--- src/rtl/ptp_tx_stamp.sv ---
module ptp_tx_stamp #(
  parameter int DEPTH = 8,
  parameter int TAG_W = 16,
  parameter int TS_W  = 80
) (
  input  logic             clk,
  input  logic             rst_n,
  input  logic             pkt_valid,
  input  logic             pkt_sop,
  input  logic [1:0]       op_code,
  input  logic [TAG_W-1:0] tag_in,
  input  logic             onestep_en,
  input  logic [TS_W-1:0]  timer_in,
  input  logic             cap_pulse,
  output logic             ts_valid,
  output logic [TAG_W-1:0] ts_tag,
  output logic [TS_W-1:0]  ts_time,
  output logic             onestep_req,
  output logic             wr_err,
  output logic             rd_err
);
  localparam int AW = (DEPTH > 1) ? $clog2(DEPTH) : 1;
  localparam int CW = $clog2(DEPTH + 1);
  localparam logic [AW-1:0] LAST = AW'(DEPTH - 1);

  logic [TAG_W-1:0] mem [DEPTH];
  logic [AW-1:0]    wr_ptr, rd_ptr;
  logic [CW-1:0]    count;

  wire start    = pkt_valid & pkt_sop;
  wire push_req = start & (op_code == 2'b10);
  wire empty    = (count == '0);
  wire full     = (count == CW'(DEPTH));
  wire pop      = cap_pulse & ~empty;
  wire push     = push_req & (~full | pop);

  always_ff @(posedge clk) begin
    if (push) mem[wr_ptr] <= tag_in;
  end

  always_ff @(posedge clk) begin
    if (!rst_n) begin
      wr_ptr      <= '0;
      rd_ptr      <= '0;
      count       <= '0;
      ts_valid    <= 1'b0;
      ts_tag      <= '0;
      ts_time     <= '0;
      onestep_req <= 1'b0;
      wr_err      <= 1'b0;
      rd_err      <= 1'b0;
    end else begin
      if (push) wr_ptr <= (wr_ptr == LAST) ? '0 : wr_ptr + 1'b1;
      if (pop)  rd_ptr <= (rd_ptr == LAST) ? '0 : rd_ptr + 1'b1;
      count       <= count + CW'(push) - CW'(pop);
      ts_valid    <= pop;
      if (pop) begin
        ts_tag  <= mem[rd_ptr];
        ts_time <= timer_in;
      end
      onestep_req <= start & (op_code == 2'b01) & onestep_en;
      if (push_req & ~push)  wr_err <= 1'b1;
      if (cap_pulse & empty) rd_err <= 1'b1;
    end
  end

  AST_WR_STICKY: assert property (@(posedge clk) disable iff (!rst_n) wr_err |=> wr_err);
  AST_RD_STICKY: assert property (@(posedge clk) disable iff (!rst_n) rd_err |=> rd_err);
  AST_NO_VALID_EMPTY: assert property (@(posedge clk) disable iff (!rst_n)
    (cap_pulse && count == '0) |=> !ts_valid);
  AST_TIME_CAPTURE: assert property (@(posedge clk) disable iff (!rst_n)
    (cap_pulse && count != '0) |=> (ts_valid && ts_time == $past(timer_in)));
  AST_ONESTEP_GATED: assert property (@(posedge clk) disable iff (!rst_n)
    (pkt_valid && pkt_sop && op_code == 2'b01 && !onestep_en) |=> !onestep_req);
  AST_NO_OVERFLOW: assert property (@(posedge clk) disable iff (!rst_n)
    count <= CW'(DEPTH));
endmodule

--- config.mk ---
export PLATFORM = sky130hd
export DESIGN_NAME = ptp_tx_stamp
export DESIGN_NICKNAME = d
export VERILOG_FILES = /design/src/rtl/ptp_tx_stamp.sv
export SDC_FILE = /design/constraint.sdc
export NUM_CORES = 1
export LEC_CHECK = 0
export ABC_CLOCK_PERIOD_IN_PS = 5230
export BUFFER_PORTS_ARGS = -buffer_cell sky130_fd_sc_hd__buf_2
export CORE_MARGIN = 2
export CORE_UTILIZATION = 54
export DETAILED_ROUTE_END_ITERATION = 7
export PLACE_DENSITY = 0.91
export SLEW_MARGIN = 20
export SYNTH_ARGS = -nofsm -noshare
export SYNTH_HDL_FRONTEND = slang
export SYNTH_SLANG_ARGS = --single-unit
--- constraint.sdc ---
create_clock -name clk -period 5.23 [get_ports clk]
set_input_delay 1.569 -clock clk [delete_from_list [all_inputs] [get_ports clk]]
set_output_delay 1.569 -clock clk [all_outputs]
set_load 0.05 [all_outputs]
; ---- Word-level counts from Yosys, hierarchy flattened
; Memory sizes are Yosys's and may differ from the RTL's. A register that Yosys moved wholly into a read port is not among the register bits.
; Index checks and enable logic that the tools add are counted.
[totals]
reg_bits = 94
mem_bits_rw = 128
inputBits = 104
word_cells = 36
memories = 1
[mem_list]
columns = memory, words, word_bits, rd, rd_ports_with_merged_regs, wr, line
row1 = mem, 8, 16, 1, 1, 1, 26  ; logic [TAG_W-1:0] mem [DEPTH];
[classes]
n_addsub = 4
eq_ne = 5
n_mux = 4
bitwise = 12
n_reduce_logical = 2
[ops]
columns = op, n
row1 = 1-bit AND, 8
row2 = 3-bit by 1-bit adder with 3-bit output (second input constant), 2
row3 = 3-bit == test (second input constant), 2
row4 = 3-bit two-way mux, 2
row5 = 4-bit by 1-bit adder with 4-bit output, 1
row6 = 4-bit == test (second input constant), 1
row7 = 4-bit logical NOT, 1
row8 = 4-bit by 1-bit subtractor with 4-bit output, 1
row9 = 1-bit inverter, 3
row10 = 2-bit by 1-bit == test with 1-bit output (second input constant), 1
row11 = 2-bit == test (second input constant), 1
row12 = 1-bit two-way mux, 2
row13 = 1-bit logical NOT, 1
row14 = 1-bit bitwise OR, 1

; ---- Longest topological paths before layout
; Gate-level depths: netlist of the first run.
[logic_depth]
ltp_word = 7
mapped_depth = 12
mapped_depth_nobuf = 10

; ---- Worst setup path before layout of the first run
; OpenSTA, ideal clock, no wires.
[synth_path]
path_kind = in2reg
startpoint = in op_code[0]
endpoint = mem mem[2][0] (enable)
setup_ps = 436
arrival_ps = 3778
path_slack_ps = 1016
path_stages = 3
path_buffers = 0
path_cell_list = nand4b_4 -> a31o_4 -> nor4b_1
[synth_via]
elab_chain_cells = 5
[synth_rtl]
columns = element, line
row1 = from (decl), 10  ; input logic [1:0] op_code,
row2 = 2-bit == test, 31  ; wire push_req = start & (op_code == 2'b10);
row3 = 1-bit AND, 31
row4 = 1-bit AND, 35  ; wire push = push_req & (~full | pop);
row5 = 1-bit two-way mux, 38  ; if (push) mem[wr_ptr] <= tag_in;
row6 = 1-bit two-way mux (not written as such), 38
row7 = to (decl), 26
; Every way passes these cells.

; ---- Final worst setup path of the first run
[layout_path]
startpoint = in cap_pulse
endpoint = reg count[2]
[layout_via]
elab_chain_cells = 5
[layout_rtl]
columns = element, line
row1 = from (decl), 14  ; input logic cap_pulse,
row2 = 1-bit AND *, 34  ; wire pop = cap_pulse & ~empty;
row3 = 1-bit bitwise OR, 35
row4 = 1-bit AND, 35
row5 = 4-bit by 1-bit adder with 4-bit output, 55  ; count <= count + CW'(push) - CW'(pop);
row6 = 4-bit by 1-bit subtractor with 4-bit output *, 55
row7 = to (signal assigned), 55
row8 = to (decl), 28  ; logic [CW-1:0] count;
; Every way passes the cells marked *; elsewhere a longest branch is shown, timed or not.
; A chain may end at the register's enable or synchronous reset.

==> metrics.yaml, run 1 <==
crit_path_top_delay_cell: "a21boi_4"
endpoint_kind: "register"
r2r_slack_ns: 2.73
track_usage_pct: 22.2
drtPass1Iterations: 5
internal_power_w: 0.00359
insertion_delay_ns: 0.53
maxSlewViolCount: 0
p_sw_w: 0.00203
cts-root-buf: "clkbuf_16"
worstPathArrival_ns: 3.45
timing.rr.end: "count[2]"
cts_tree: "done"
first_iter_violations: 306
r2r_cells: 10
clock-sinks: 238
drc: 0
post-cts-setup-buffer-count: 0
io_pins: 204
synth_edf_count: 128
clockBufferDepth: 3
clock.fmax_mhz: 330
syn_inst: 743
ys.flop_type: "edfxtp_1"
ant_nets: 0
ir_drop_mv: 0.353
hold_start: "ts_time[8]"
vias: 6279
wirelength_um: 20800
ys_async_sr_fraction_pct: 0
p_leak_nw: 4.39
post-route-period-util_pct: 58.0
p_comb_share_pct: 29.5
worstSetupPathType: "primary input to register"
setup_viol: 0
critical_path_required_ns: 5.65
die-area_um2: 18100
drv_cap: 0
skew_ns: 0.0143
antenna_found_initial: 4
via_per_inst: 5.33
htreeDepth: 1
cp_slowest_stage_delay_ns: 0.54
crit_chain: "buf_2 -> a21boi_4 -> nand2_1 -> o21ai_0 -> ha_1 -> inv_1 -> fa_1 -> xnor2_1 -> and2_1"
grt_first_pass_wirelength_um: 31700
worstMarginPinSlew_ns: 1.07
p_per_area_nw_per_um2: 504
cts_made_buffers: 25
path_clk_slew_ns: 0.06
crit_buf_inv: 2
ys_warn_count: 0
overflow: 0
synth_cell_types: 39
rsz0062_at_grt: "false"
critPathLaunch: "cap_pulse"
hp-class: "register to register"
min_path_cells: 2
cp-start-kind: "primary input"
hold_end: "ts_time[8]"
min_period_ns: 3.03
syn_to_final_growth_pct: 21.5
design_area_um2: 11200
die_h_um: 134
die_w_um: 134
placed_area_um2: 10300
synth_top_area_share_pct: 41.8
fillerInstances: 1176
synth_fp_nets: 857
port_buffers: 203
cts_hold_buf: 0
status: "complete, no violations"
wl_per_cell_um: 17.6
syn-cell-area_um2: 9200
finalSetupTns_ns: 0
final_nets: 1052
cp_top_family: "compound AO/OA/AOI/OAI gates"
ys_seq_area_share_pct: 65.8
netlist_top_cells_area: "edfxtp_1, dfxtp_1, nand2_1"
start_util_pct: 55.3
slew_headroom_pct: 28.2
r2r-start: "count[2]"
dp_hpwl_um: 13100
syn_avg_cell_area_um2: 12.4
clockPowerShare_pct: 29.9
grt_pass1_vias: 6110
ys_ff_latch: 238
place_congestion: 0.735
synth_area_leader_cell: "edfxtp_1"
grt_max_degree: 83
hold_viol_final: 0
drive_above_1_share_pct: 28.1
switching_share_pct: 36.1
p_seq_share_pct: 40.6
cts_resized: 0
coreArea_um2: 16600
worstPathMaxFanout: 20
core.rowCount: 47
==> placed cells by master, fill, tap and decap left out, types with 2 or more instances in the layout <==
cell and n:
or3_1 2, mux2i_1 64, clkbuf_1 5, nand2_1 171
a21boi_1 2, diode_2 2, edfxtp_1 128, a22oi_1 32
nor3b_2 2, clkinv_1 4, buf_4 13, a21boi_0 84
nor2_1 19, buf_2 203, a31oi_1 2, ha_1 9
a21oi_1 17, nor4b_2 2, clkinv_2 2, inv_1 5
dfxtp_1 109, clkbuf_16 25, and2_1 5, clkbuf_8 6
clkinvlp_4 2, nor2b_1 3, nand3b_1 2, o21ai_0 17
==> flip-flops by register name (all words and copies together) (netlist names) <==
name,cells
count,4
mem,128
onestep_req,1
rd_err,1
rd_ptr,3
ts_tag,16
ts_time,80
ts_valid,1
wr_err,1
wr_ptr,3
==> power by group through the flow <==
stage,registers (W),logic (W),clock network (W)
global route,0.00231,0.00179,0.00179
global placement,0.00236,0.00157,0
CTS,0.00233,0.00162,0.00171
finish,0.00229,0.00166,0.00168
detailed placement,0.00237,0.00161,0
floorplan,0.00286,0.000775,0
==> routing by layer <==
| metal | track usage (%) | up-vias | routed length (µm) |
|---|---|---|---|
| met5 | 0 | - | 31 |
| met3 | 4.80 | 55 | 1350 |
| met4 | 7.66 | 4 | 700 |
| met1 | 26.2 | 2978 | 8050 |
| met2 | 40.2 | 215 | 10700 |
| li1 | - | 3027 | - |
==> worst register-to-register path: stages (launching register included) <==
cell,delay (ns)
dfxtp_1,0.31
inv_1,0.07
ha_1,0.27
a21boi_4,0.53
nand2_1,0.20
o21ai_0,0.12
ha_1,0.20
inv_1,0.06
fa_1,0.37
xnor2_1,0.13
and2_1,0.14
==> final cells by class <==
type / count / area (µm²) / share of cell area, %
Inverter: 5 / 18.8 / 0.168
Sequential cell: 238 / 6050 / 54.1
Clock inverter: 10 / 71.3 / 0.638
Clock buffer: 36 / 727 / 6.50
Timing Repair Buffer: 217 / 1140 / 10.2
Tap cell: 220 / 275 / 2.46
Multi-Input combinational cell: 451 / 2890 / 25.8
Antenna cell: 2 / 5.00 / 0.0448
==> metrics by stage <==
stage / worst slack, ns / std cells / hold WS, ns / power, W / utilization [%]
after CTS: 2.18 / 1176 / 0.462 / 0.00566 / 67.0
after floorplan: 1.02 / 743 / 0.486 / 0.00364 / -
after global routing: 2.06 / 1177 / 0.479 / 0.00589 / 67.1
final: 2.20 / 1179 / 0.461 / 0.00563 / 67.2
after global placement: 1.70 / 1130 / 0.448 / 0.00393 / 62.2
after detailed placement: 1.63 / 1130 / 0.454 / 0.00398 / 62.2
==> cells in the mapped netlist (2+ instances only) <==
| cell type | n |
|---|---|
| ha_1 | 9 |
| buf_4 | 11 |
| nor3_1 | 2 |
| mux2i_1 | 64 |
| dfxtp_1 | 110 |
| nand3b_1 | 2 |
| buf_2 | 12 |
| nor3b_1 | 3 |
| and2_1 | 5 |
| nor2_1 | 19 |
| clkbuf_1 | 14 |
| a21boi_1 | 3 |
| a21boi_0 | 84 |
| nand2_1 | 171 |
| a22oi_1 | 32 |
| inv_1 | 5 |
| o21ai_0 | 17 |
| buf_6 | 8 |
| nor2b_1 | 4 |
| a21oi_1 | 17 |
| clkbuf_2 | 3 |
| edfxtp_1 | 128 |
| a31oi_1 | 2 |
| nor4b_1 | 2 |
| or3_1 | 2 |
==> cells by family after synthesis <==
group	Yosys count	synth area share, %
buffers and inverters	54	3.55
DFF	238	65.8
xor gates and xnor gates	2	0.191
AOI/OAI and AO/OA	159	12.2
muxes	64	6.97
and+or+nand+nor	216	9.93
adders and majority gates	10	1.44
==> how the worst max path moves through the flow <==
stage / end / cells after the start
after global routing: count[2] / 9
final: count[2] / 9
after CTS: count[2] / 9
after global placement: count[2] / 9
after floorplan: mem[2][0] / 3
after detailed placement: count[2] / 9
(Power assumes the default switching activity.)
==> run 2: changes to the inputs <==
ABC_CLOCK_PERIOD_IN_PS = 2600   (was 5230)
CORE_UTILIZATION = 49   (was 54)
PLACE_DENSITY = 0.87   (was 0.91)
clock period = 2.6 ns   (was 5.23 ns; I/O delays follow)
==> run 2 against run 1 <==
  * Combinational power rose by 100%
  * Clock skew rose by 0.0024 ns
  * Sequential cell count did not move
  * Critical path depth rose by 1
  * Sequential share of layout area fell by 0.91 points
  * Critical path type is now register to register
  * Hold slack got worse by 0.0025 ns
  * Sequential power rose by 100%
  * Largest cell class unchanged
  * Register-to-register slack got worse by 2.3 ns
  * Wire length fell by 0.49%
  * Setup slack got worse by 1.8 ns
  * Highest routed layer is now met4
==> metrics.yaml, run 2 (synthesis results as in run 1) <==
status: "complete, no violations"
wirelength_um: 20700  # -0.49%
ir_drop_mv: 0.643  # +82%
post-route-period-util_pct: 85.1
multi_input_area_um2: 2910  # +0.61%
crit_buf_inv: 2  # unchanged
largest_register_ffs: 128  # unchanged
io_pins: 204  # unchanged
endpoint_kind: "register"
worstPathMaxFanout: 4  # -80%
insertion_delay_ns: 0.53  # about the same
rsz0062_at_grt: "false"
worstSetupPathType: "register to register"
track_usage_pct: 19.9  # -2.3 points
diodes: 0  # -2
die-area_um2: 19900  # +9.9%
maxSlewViolCount: 0  # unchanged
cp_slowest_stage_delay_ns: 0.37  # -0.17 ns
internal_power_w: 0.00731  # +100%
overflow: 0  # unchanged
syn_to_final_growth_pct: 23.6
fillerInstances: 1442  # +23%
mostFrequentLayoutCells: "buf_2, nand2_1, edfxtp_1"
hp-class: "register to register"
wl_per_cell_um: 17.3  # -2.2%
crit_chain: "inv_1 -> ha_1 -> nand2b_4 -> a31o_4 -> o21ai_0 -> ha_1 -> inv_1 -> fa_1 -> xnor2_1 -> and2_1"
cp-start-kind: "register"
crit_path_top_delay_cell: "fa_1"
seq_area_um2: 6050  # unchanged
clock.fmax_mhz: 452
reg_top3: "mem x128, ts_time x80, ts_tag x16"
core.rowCount: 50  # +6.4%
grt_pass1_vias: 6068  # -0.69%
cts-root-buf: "clkbuf_16"
drtPass1Iterations: 4  # -1
p_per_area_nw_per_um2: 1010  # +100%
path_clk_slew_ns: 0.06  # about the same
drive_above_1_share_pct: 29.1  # +1.0 points
drc: 0  # unchanged
clockPowerShare_pct: 30.3  # +0.4 points
cp_top_family: "adder cells"
worstPathArrival_ns: 2.63  # -0.82 ns
skew_ns: 0.0167  # +0.00244 ns
placed_cells: 1153  # +2.0%
antenna_found_initial: 0  # -4
die_h_um: 141  # +4.8%
via_per_inst: 5.29  # -0.71%
p_comb_share_pct: 29.2  # -0.3 points
place_congestion: 0.740  # +0.67%
dp_hpwl_um: 13200  # +0.97%
vias: 6340  # +0.97%
critical_path_required_ns: 3.01  # -2.64 ns
worstMarginPinSlew_ns: 0.826  # -0.248 ns
first_iter_violations: 353  # +15%
port_buffers: 203  # unchanged
htreeDepth: 1  # unchanged
hold_viol_final: 0  # unchanged
slew_headroom_pct: 45.0  # +17 points
p_leak_nw: 4.47  # +1.8%
grt_first_pass_wirelength_um: 31400  # -0.83%
grt_max_degree: 70  # -16%
drv_cap: 0  # unchanged
cts_tree: "done"
largest-register: "mem"
final_common_cell: "buf_2"
post-cts-setup-buffer-count: 0  # unchanged
coreArea_um2: 18600  # +12%
die_w_um: 141  # +4.8%
min_period_ns: 2.21
cts_hold_buf: 0  # unchanged
p_sw_w: 0.00414  # +100%
clockBufferDepth: 3  # unchanged
whs_ns: 0.459  # -0.00246 ns
ant_nets: 0  # unchanged
start_util_pct: 49.5  # -5.8 points
clock-sinks: 238  # unchanged
switching_share_pct: 36.1  # about the same
cts_resized: 0  # unchanged
fin_cells: 1199  # +1.7%
final_nets: 1060  # +0.76%
p_seq_share_pct: 40.5  # about the same
setup_viol: 0  # unchanged
cts_made_buffers: 25  # unchanged
[run 2: through the flow]
step	utilization (%)	total power (W)	area, µm²	worst slack, ns	setup TNS [ns]
global placement	56.8	0.00799	10500	0.148	0
global route	61.2	0.0120	11400	0.199	0
floorplan	-	0.00731	9230	-0.0403	-0.720
finish	61.2	0.0114	11400	0.388	0
CTS	61.2	0.0116	11400	0.364	0
detailed placement	56.8	0.00807	10500	0.131	0
[run 2: final timing paths]
kind                    start           to  slack [ns]  cells after the start
setup / recovery     count[2]     count[2]        0.39                     10
hold / removal    ts_time[27]  ts_time[27]        0.46                      2
setup reg to reg     count[2]     count[2]        0.39                     10
hold reg to reg   ts_time[27]  ts_time[27]        0.46                      2
[run 2: routing by layer]
metal / wire, µm / part of all wire, % / GRT usage, % / vias up
met3: 1360 / 6.6 / 4.08 / 34
met1: 8240 / 40 / 23.3 / 3032
met2: 10700 / 51 / 37.1 / 240
met5: 0 / 0 / 0 / -
li1: - / - / - / 3034
met4: 454 / 2.2 / 5.47 / 0
[run 2: worst register-to-register path, cell delays in order (launching register included)]
cell      delay [ns]
dfxtp_1         0.31
inv_1           0.06
ha_1            0.29
nand2b_4        0.19
a31o_4          0.24
o21ai_0         0.14
ha_1            0.19
inv_1           0.05
fa_1            0.37
xnor2_1         0.13
and2_1          0.14
[run 2: power by group through the flow]
stage / clock, W / sequential, W / combinational, W
3_5_place_dp: 0 / 0.00472 / 0.00336
2_1_floorplan: 0 / 0.00576 / 0.00156
5_1_grt: 0.00366 / 0.00468 / 0.00361
4_1_cts: 0.00354 / 0.00464 / 0.00338
6_report: 0.00346 / 0.00464 / 0.00335
3_3_place_gp: 0 / 0.00470 / 0.00329
[run 2: final cells by class]
type | count | area share, %
timing repair buffer | 225 | 11.3
multi-input combinational | 451 | 25.6
clock buffer | 35 | 6.45
tap | 234 | 2.58
clock inverter | 11 | 0.749
sequential | 238 | 53.2
inverter | 5 | 0.165
